$ cat src/rtl/chop_avg_pkg.sv
package chop_avg_pkg;
  // fill level of the pair store since reset or restart
  typedef enum logic [1:0] {
    FILL_EMPTY = 2'd0,
    FILL_ONE   = 2'd1,
    FILL_FULL  = 2'd2
  } fill_e;
endpackage

$ cat src/rtl/chop_phase_ctrl.sv
module chop_phase_ctrl (
  input  logic clk,
  input  logic rst_n,
  input  logic restart,
  input  logic accept,
  output logic phase
);
  logic phase_q, phase_d;

  always_comb begin
    phase_d = phase_q;
    if (restart)     phase_d = 1'b0;
    else if (accept) phase_d = ~phase_q;
  end

  always_ff @(posedge clk or negedge rst_n) begin
    if (!rst_n) phase_q <= 1'b0;
    else        phase_q <= phase_d;
  end

  assign phase = phase_q;

  AST_CHOP_TOGGLE: assert property (@(posedge clk) disable iff (!rst_n)
    (accept && !restart) |=> (phase_q != $past(phase_q)));
  AST_CHOP_HOLD: assert property (@(posedge clk) disable iff (!rst_n)
    (!accept && !restart) |=> $stable(phase_q));
endmodule

$ cat src/rtl/chop_pair_store.sv
module chop_pair_store #(
  parameter int DW = 24
) (
  input  logic          clk,
  input  logic          rst_n,
  input  logic          restart,
  input  logic          accept,
  input  logic [DW-1:0] word_in,
  output logic [DW-1:0] prev_word,
  output logic          pair_ok
);
  import chop_avg_pkg::*;

  fill_e         fill_q, fill_d;
  logic [DW-1:0] prev_q, prev_d;
  logic          prev_en;

  always_comb begin
    fill_d  = fill_q;
    prev_en = accept && !restart;
    prev_d  = word_in;
    if (restart) begin
      fill_d = FILL_EMPTY;
    end else if (accept) begin
      case (fill_q)
        FILL_EMPTY: fill_d = FILL_ONE;
        default:    fill_d = FILL_FULL;
      endcase
    end
  end

  always_ff @(posedge clk or negedge rst_n) begin
    if (!rst_n) fill_q <= FILL_EMPTY;
    else        fill_q <= fill_d;
  end

  always_ff @(posedge clk or negedge rst_n) begin
    if (!rst_n)       prev_q <= '0;
    else if (prev_en) prev_q <= prev_d;
  end

  assign prev_word = prev_q;
  assign pair_ok   = (fill_q != FILL_EMPTY);

  AST_STORE_EMPTY_AFTER_RESTART: assert property (@(posedge clk) disable iff (!rst_n)
    restart |=> !pair_ok);
  AST_STORE_FILLS: assert property (@(posedge clk) disable iff (!rst_n)
    (accept && !restart) |=> pair_ok);
endmodule

$ cat src/rtl/chop_avg_core.sv
module chop_avg_core #(
  parameter int DW = 24
) (
  input  logic          clk,
  input  logic          rst_n,
  input  logic          fire,
  input  logic [DW-1:0] cur_word,
  input  logic [DW-1:0] prev_word,
  output logic [DW-1:0] avg,
  output logic          avg_vld
);
  localparam int SW = DW + 1;

  logic signed [SW-1:0] sum_w;
  logic [DW-1:0]        avg_q, avg_d;
  logic                 vld_q, vld_d;

  always_comb begin
    sum_w = $signed({cur_word[DW-1], cur_word}) + $signed({prev_word[DW-1], prev_word});
    avg_d = sum_w[SW-1:1];
    vld_d = fire;
  end

  always_ff @(posedge clk or negedge rst_n) begin
    if (!rst_n)    avg_q <= '0;
    else if (fire) avg_q <= avg_d;
  end

  always_ff @(posedge clk or negedge rst_n) begin
    if (!rst_n) vld_q <= 1'b0;
    else        vld_q <= vld_d;
  end

  assign avg     = avg_q;
  assign avg_vld = vld_q;

  AST_OUT_HOLD: assert property (@(posedge clk) disable iff (!rst_n)
    !avg_vld |-> $stable(avg_q));
  AST_AVG_BOUNDED: assert property (@(posedge clk) disable iff (!rst_n)
    fire |=> (($signed(avg_q) >= $signed($past(cur_word)) && $signed(avg_q) <= $signed($past(prev_word)))
           || ($signed(avg_q) >= $signed($past(prev_word)) && $signed(avg_q) <= $signed($past(cur_word)))));
endmodule

$ cat src/rtl/chop_avg.sv
module chop_avg #(
  parameter int DW = 24
) (
  input  logic          clk,
  input  logic          rst_n,
  input  logic          restart,
  input  logic          word_valid,
  input  logic [DW-1:0] word_in,
  input  logic          rd,
  output logic          chop_phase,
  output logic [DW-1:0] avg_out,
  output logic          avg_valid,
  output logic          ready
);
  logic          accept;
  logic          fire;
  logic          pair_ok;
  logic [DW-1:0] prev_word;
  logic          rdy_q, rdy_d;

  assign accept = word_valid && !restart;
  assign fire   = accept && pair_ok;

  chop_phase_ctrl u_phase (
    .clk     (clk),
    .rst_n   (rst_n),
    .restart (restart),
    .accept  (accept),
    .phase   (chop_phase)
  );

  chop_pair_store #(.DW(DW)) u_store (
    .clk       (clk),
    .rst_n     (rst_n),
    .restart   (restart),
    .accept    (accept),
    .word_in   (word_in),
    .prev_word (prev_word),
    .pair_ok   (pair_ok)
  );

  chop_avg_core #(.DW(DW)) u_core (
    .clk       (clk),
    .rst_n     (rst_n),
    .fire      (fire),
    .cur_word  (word_in),
    .prev_word (prev_word),
    .avg       (avg_out),
    .avg_vld   (avg_valid)
  );

  always_comb begin
    rdy_d = rdy_q;
    if (restart)   rdy_d = 1'b0;
    else if (fire) rdy_d = 1'b1;
    else if (rd)   rdy_d = 1'b0;
  end

  always_ff @(posedge clk or negedge rst_n) begin
    if (!rst_n) rdy_q <= 1'b0;
    else        rdy_q <= rdy_d;
  end

  assign ready = rdy_q;

  AST_FIRST_WORD_SILENT: assert property (@(posedge clk) disable iff (!rst_n)
    (accept && !pair_ok) |=> !avg_valid);
  AST_VALID_NEEDS_WORD: assert property (@(posedge clk) disable iff (!rst_n)
    avg_valid |-> ($past(word_valid) && !$past(restart)));
  AST_READY_WITH_RESULT: assert property (@(posedge clk) disable iff (!rst_n)
    avg_valid |-> ready);
  AST_RESTART_CLEARS: assert property (@(posedge clk) disable iff (!rst_n)
    restart |=> (!chop_phase && !avg_valid && !ready));
endmodule

$ cat config.mk
export PLATFORM = sky130hd
export DESIGN_NAME = chop_avg
export DESIGN_NICKNAME = d
export VERILOG_FILES = /design/src/rtl/chop_avg_pkg.sv /design/src/rtl/chop_phase_ctrl.sv /design/src/rtl/chop_pair_store.sv /design/src/rtl/chop_avg_core.sv /design/src/rtl/chop_avg.sv
export SDC_FILE = /design/constraint.sdc
export NUM_CORES = 1
export LEC_CHECK = 0
export ABC_AREA = 1
export ABC_CLOCK_PERIOD_IN_PS = 1700
export BUFFER_PORTS_ARGS = -buffer_cell sky130_fd_sc_hd__buf_2
export CORE_MARGIN = 2
export CORE_UTILIZATION = 52
export DETAILED_ROUTE_END_ITERATION = 8
export PLACE_DENSITY = 0.77
export RECOVER_POWER = 100
export SYNTH_ARGS = -nofsm -noshare
export SYNTH_HDL_FRONTEND = slang
export SYNTH_SLANG_ARGS = --single-unit
$ cat constraint.sdc
create_clock -name clk -period 1.7 [get_ports clk]
set_input_delay 0.085 -clock clk [delete_from_list [all_inputs] [get_ports clk]]
set_output_delay 0.085 -clock clk [all_outputs]
set_load 0.02 [all_outputs]
==> results.md <==
| Stage | Item | Reported |
|:---|:---|:---|
| yosys | Mapped Area | 3760 um2 |
| sta | Slew at the pin closest to its max-slew limit | 1.24 ns |
| global route | Remaining global-route overflow | 0 |
| critical path | Critical path, cell by cell | nand2_1 -> inv_2 -> fa_2 -> nand2_2 -> nand2_2 -> nand3_2 -> nand2_2 -> nand2_1 -> nand2_1 -> or2_1 -> nand3_2 -> nand2_1 |
| finish | Share of the core filled with cells in the final layout | 0.694 |
| drt | Detailed Routing Iterations Pass 1 | 5 |
| finish | Antenna diodes | 0 |
| drt | Wl on met1 | 4890 um |
| floorplan | Number of placement rows | 31 |
| global route | Number of antenna violations at the first check in global routing | 0 |
| drt | Avg WL per Cell | 13.6 um |
| yosys | Number of distinct library cells after synthesis | 27 |
| sta | Max Transition Viols Final | 0 |
| cts | Clock slew at reported path FFs | 0.10 ns |
| yosys | Biggest area consumer among synthesized cells | dfrtp_1 |
| critical path | Type of the worst setup path | register to register |
| drt | Total number of vias | 3,908 |
| status | Outcome | complete, but fails checks |
| cts | H-tree depth | 2 |
| yosys | Count of flip-flops with a built-in enable after synthesis | 0 |
| floorplan | Core Area | 7140 um2 |
| place | Total placed cells including tap cells | 762 |
| finish | Area of all placed cells without fillers | 4950 um2 |
| floorplan | Initial Utilization | 0.527 |
| floorplan | Overall die area | 7930 um2 |
| status | Violations in the final reports | negative setup slack |
| drt | DRC violations left | 0 |
| flow run | Number of maximum-capacitance violations | 0 |
| cts | Source-to-sink clock delay at the later pin of the worst-skew pair | 0.31 ns |
| critical path | Critical Path Slowest Stage Cell | dfrtp_1 |
| place | IO Port Bufs | 55 |
| sta | Max Clk Rate | 0.569 GHz |
| sta | Minimum clock period | 1.76 ns |
| critical path | Delay contributed by the slowest stage of the critical path | 0.39 ns |
| drt | Final Routed Wirelength | 10,700 um |
| finish | Filler Cells Inserted | 682 |
| power | Largest vdd supply drop | 0.436 mV |
| finish | Fraction of final layout cells sized beyond drive strength 1 | 0.213 |
| critical path | Sort of element at the end of the critical path | register |
| yosys | Sequential area share after synthesis | 0.353 |
| cts | Number of buffers created by CTS | 5 |
| drt | Met2 wire len | 5030 um |
| sta | Post-Route Setup TNS | -0.192 ns |
| critical path | Gate family responsible for the most delay along the worst path | simple AND/OR/NAND/NOR gates |
| sta | Min Hold Slack | 0.0236 ns |
| sta | RSZ-0062 raised after global routing | yes |
| sta | Clock skew after layout | 0.00942 ns |
| yosys | Fraction of synthesized cell area in xor and xnor cells | 0.0163 |
| drt | Number of DRC violations after detailed-routing iteration 0 | 199 |
| floorplan | Overall die height | 89.0 um |
| global route | Number of global-route vias before repair | 3,744 |
| critical path | Worst EP required | 1.91 ns |
| yosys | Synth warn | 0 |
| yosys | Post-synth top area share | 0.353 |
| critical path | Worst Path Arrival | 1.97 ns |
| hold path | Class of the worst hold path | input port to register |
| place | DP HPWL | 7690 um |
| sta | Final count of negative-setup-slack endpoints | 6 |
| yosys | Complex-gate fraction of the synthesized area | 0.0326 |
| finish | Synthesis-to-layout area growth | 31.6% |
| drt | Residual antenna-violating net count after detailed routing | 0 |
| place | Routability-driven placement congestion ratio | 0.849 |
| sta | Worst slew margin relative to its limit | 0.174 |
| yosys | Fraction of registers with async set/reset | 1.00 |
| critical path | Crit-path most repeated cell | nand2_1 |
| sta | Fin worst setup slack | -0.0577 ns |
| yosys | Arithmetic-cell share of the synthesized area counting full adders, half adders and majority gates | 0.0818 |
| place | Instance area at placement | 4350 um2 |
| critical path | Sort of element at the start of the critical path | register |
| yosys | Main synth FF type | dfrtp_1 |
| sta | Number of hold violations in the final report | 0 |
| global route | Total routing resource utilization after global routing | 0.282 |
| yosys | Most area-consuming cells after synthesis | dfrtp_1, nand2_1, inv_1, ha_1, nand3_1 |
| yosys | Number of instances in the synthesized netlist | 586 |
| yosys | Combinational family with the most area after synthesis | simple AND/OR/NAND/NOR gates |
| power | Leak | 2.68 nW |
| power | Total design power | 4.90 mW |
| global route | Largest net degree at the start of global routing | 28 |
| sta | Final cycle utilization of the critical path | 1.03 |
| place | Pre-CTS setup slack | -0.123 ns |
| yosys | Top cells by count, synth | nand2_1, inv_1, dfrtp_1 |
| cts | Cell at the root of the clock tree | clkbuf_8 |
| drt | Sum of met3 wire segment lengths after detailed routing | 558 um |
| floorplan | Top-Level Pins | 56 |
| cts | CTS tree | done |
| finish | Area used by multi-input combinational logic | 2510 um2 |
| cts | Number of buffers on the longest clock path | 2 |
| finish | Final #Nets | 737 |
| finish | Final Instance Count excl. Fillers | 784 |
| floorplan | Die Span X | 89.0 um |
| yosys | Syn Nets | 639 |
| yosys | Mean instance size in the synthesized netlist | 6.42 um2 |
| drt | Highest metal layer with signal wires | met4 |
| finish | Area of all sequential standard cells | 1330 um2 |
| yosys | Multiplexer fraction of the synthesized cell area | 0 |
| global route | Global-route wire length before repair | 17,500 um |
| drt | Per-cell via count in the routed design | 4.98 |
| yosys | Flip-flop and latch count after synthesis | 53 |
| critical path | CP Buf/Inv Count | 1 |
| cts | Clk sink count | 53 |
| yosys | Most common cell in the synthesized netlist | nand2_1 |
| critical path | Peak fanout along the critical path | 4 |
| yosys | Synthesized-area fraction occupied by and/or/nand/nor cells | 0.421 |
| power | PwrDens | 990 nW/um2 |
[worst min-delay path: stages]
cell and delay (ns):
buf_2 0.11, nand2_1 0.06, nand2_1 0.05
[registers in the layout, summed over array words and instances (netlist names)]
register           flops
u_core.avg            24
u_store.prev_word     24
u_store.fill_q         2
ready                  1
u_core.avg_vld         1
u_phase.phase          1
[placed cells by master, fill, tap and decap left out, types with 3 or more instances in the layout]
| master | Yosys | final |
|---|---|---|
| dlygate4sd3_1 | 0 | 9 |
| ha_1 | 23 | 3 |
| nand3_2 | 0 | 3 |
| inv_1 | 84 | 84 |
| ha_4 | 0 | 20 |
| dfrtp_1 | 53 | 53 |
| nand2_1 | 293 | 276 |
| nand3b_1 | 7 | 7 |
| buf_4 | 0 | 32 |
| nor2_1 | 30 | 17 |
| xor2_1 | 5 | 3 |
| nor2_2 | 6 | 14 |
| a21oi_2 | 1 | 5 |
| nand4_1 | 7 | 7 |
| nand3_1 | 30 | 27 |
| nand2_2 | 6 | 21 |
| a21oi_1 | 14 | 10 |
| buf_2 | 4 | 26 |
| clkbuf_8 | 0 | 5 |
| clkbuf_1 | 2 | 31 |
| nor2_4 | 2 | 8 |
[report_power, final]
group	leakage (nW)	internal, mW	switching [mW]	total, mW
clock network	0.0374	0.292	0.438	0.730
logic	1.98	0.901	1.48	2.38
registers	0.660	1.58	0.217	1.79
total	2.68	2.77	2.13	4.90
[routing by layer]
metal	GRT usage	vias to the layer above
met1	0.383	1792
met4	0.0760	0
met2	0.477	121
met5	0	-
met3	0.0369	19
li1	-	1976
[final cells by class]
type                       count  share of cell area
tap                           99              0.0250
sequential                    53               0.268
clock inverter                 2             0.00303
timing repair buffer          98               0.117
inverter                      86              0.0652
clock buffer                   6              0.0147
multi-input combinational    440               0.507
[cell families after synthesis]
logic type | count (synthesis)
buf+inv | 94
xor+xnor | 7
fa+ha+maj | 24
flops | 53
compound gates | 22
simple gates | 386
[path summary, 6_finish.rpt]
check,from,end,slack [ns],cells past startpoint
max,u_store.prev_word[0],u_core.avg[11],-0.06,12
min,word_in[2],u_store.prev_word[2],0.02,3
min in group asynchronous,rst_n,u_store.prev_word[6],0.55,2
min reg2reg,u_core.avg[16],u_core.avg[16],0.49,2
max in group asynchronous,rst_n,u_store.prev_word[21],0.19,3
max reg2reg,u_store.prev_word[0],u_core.avg[11],-0.06,12
[what timing repair did]
| item | in CTS | in global routing |
|---|---|---|
| buffers inserted | 0 | 4 |
| hold buffers | 9 | 0 |
| gates cloned | 1 | 0 |
| endpoints found under the hold margin | 26 | 0 |
| resized for setup | 34 | 43 |
| endpoints found under the setup margin | 21 | 21 |
| pin swaps | 2 | 5 |
Power figures use the tool's default switching activity.
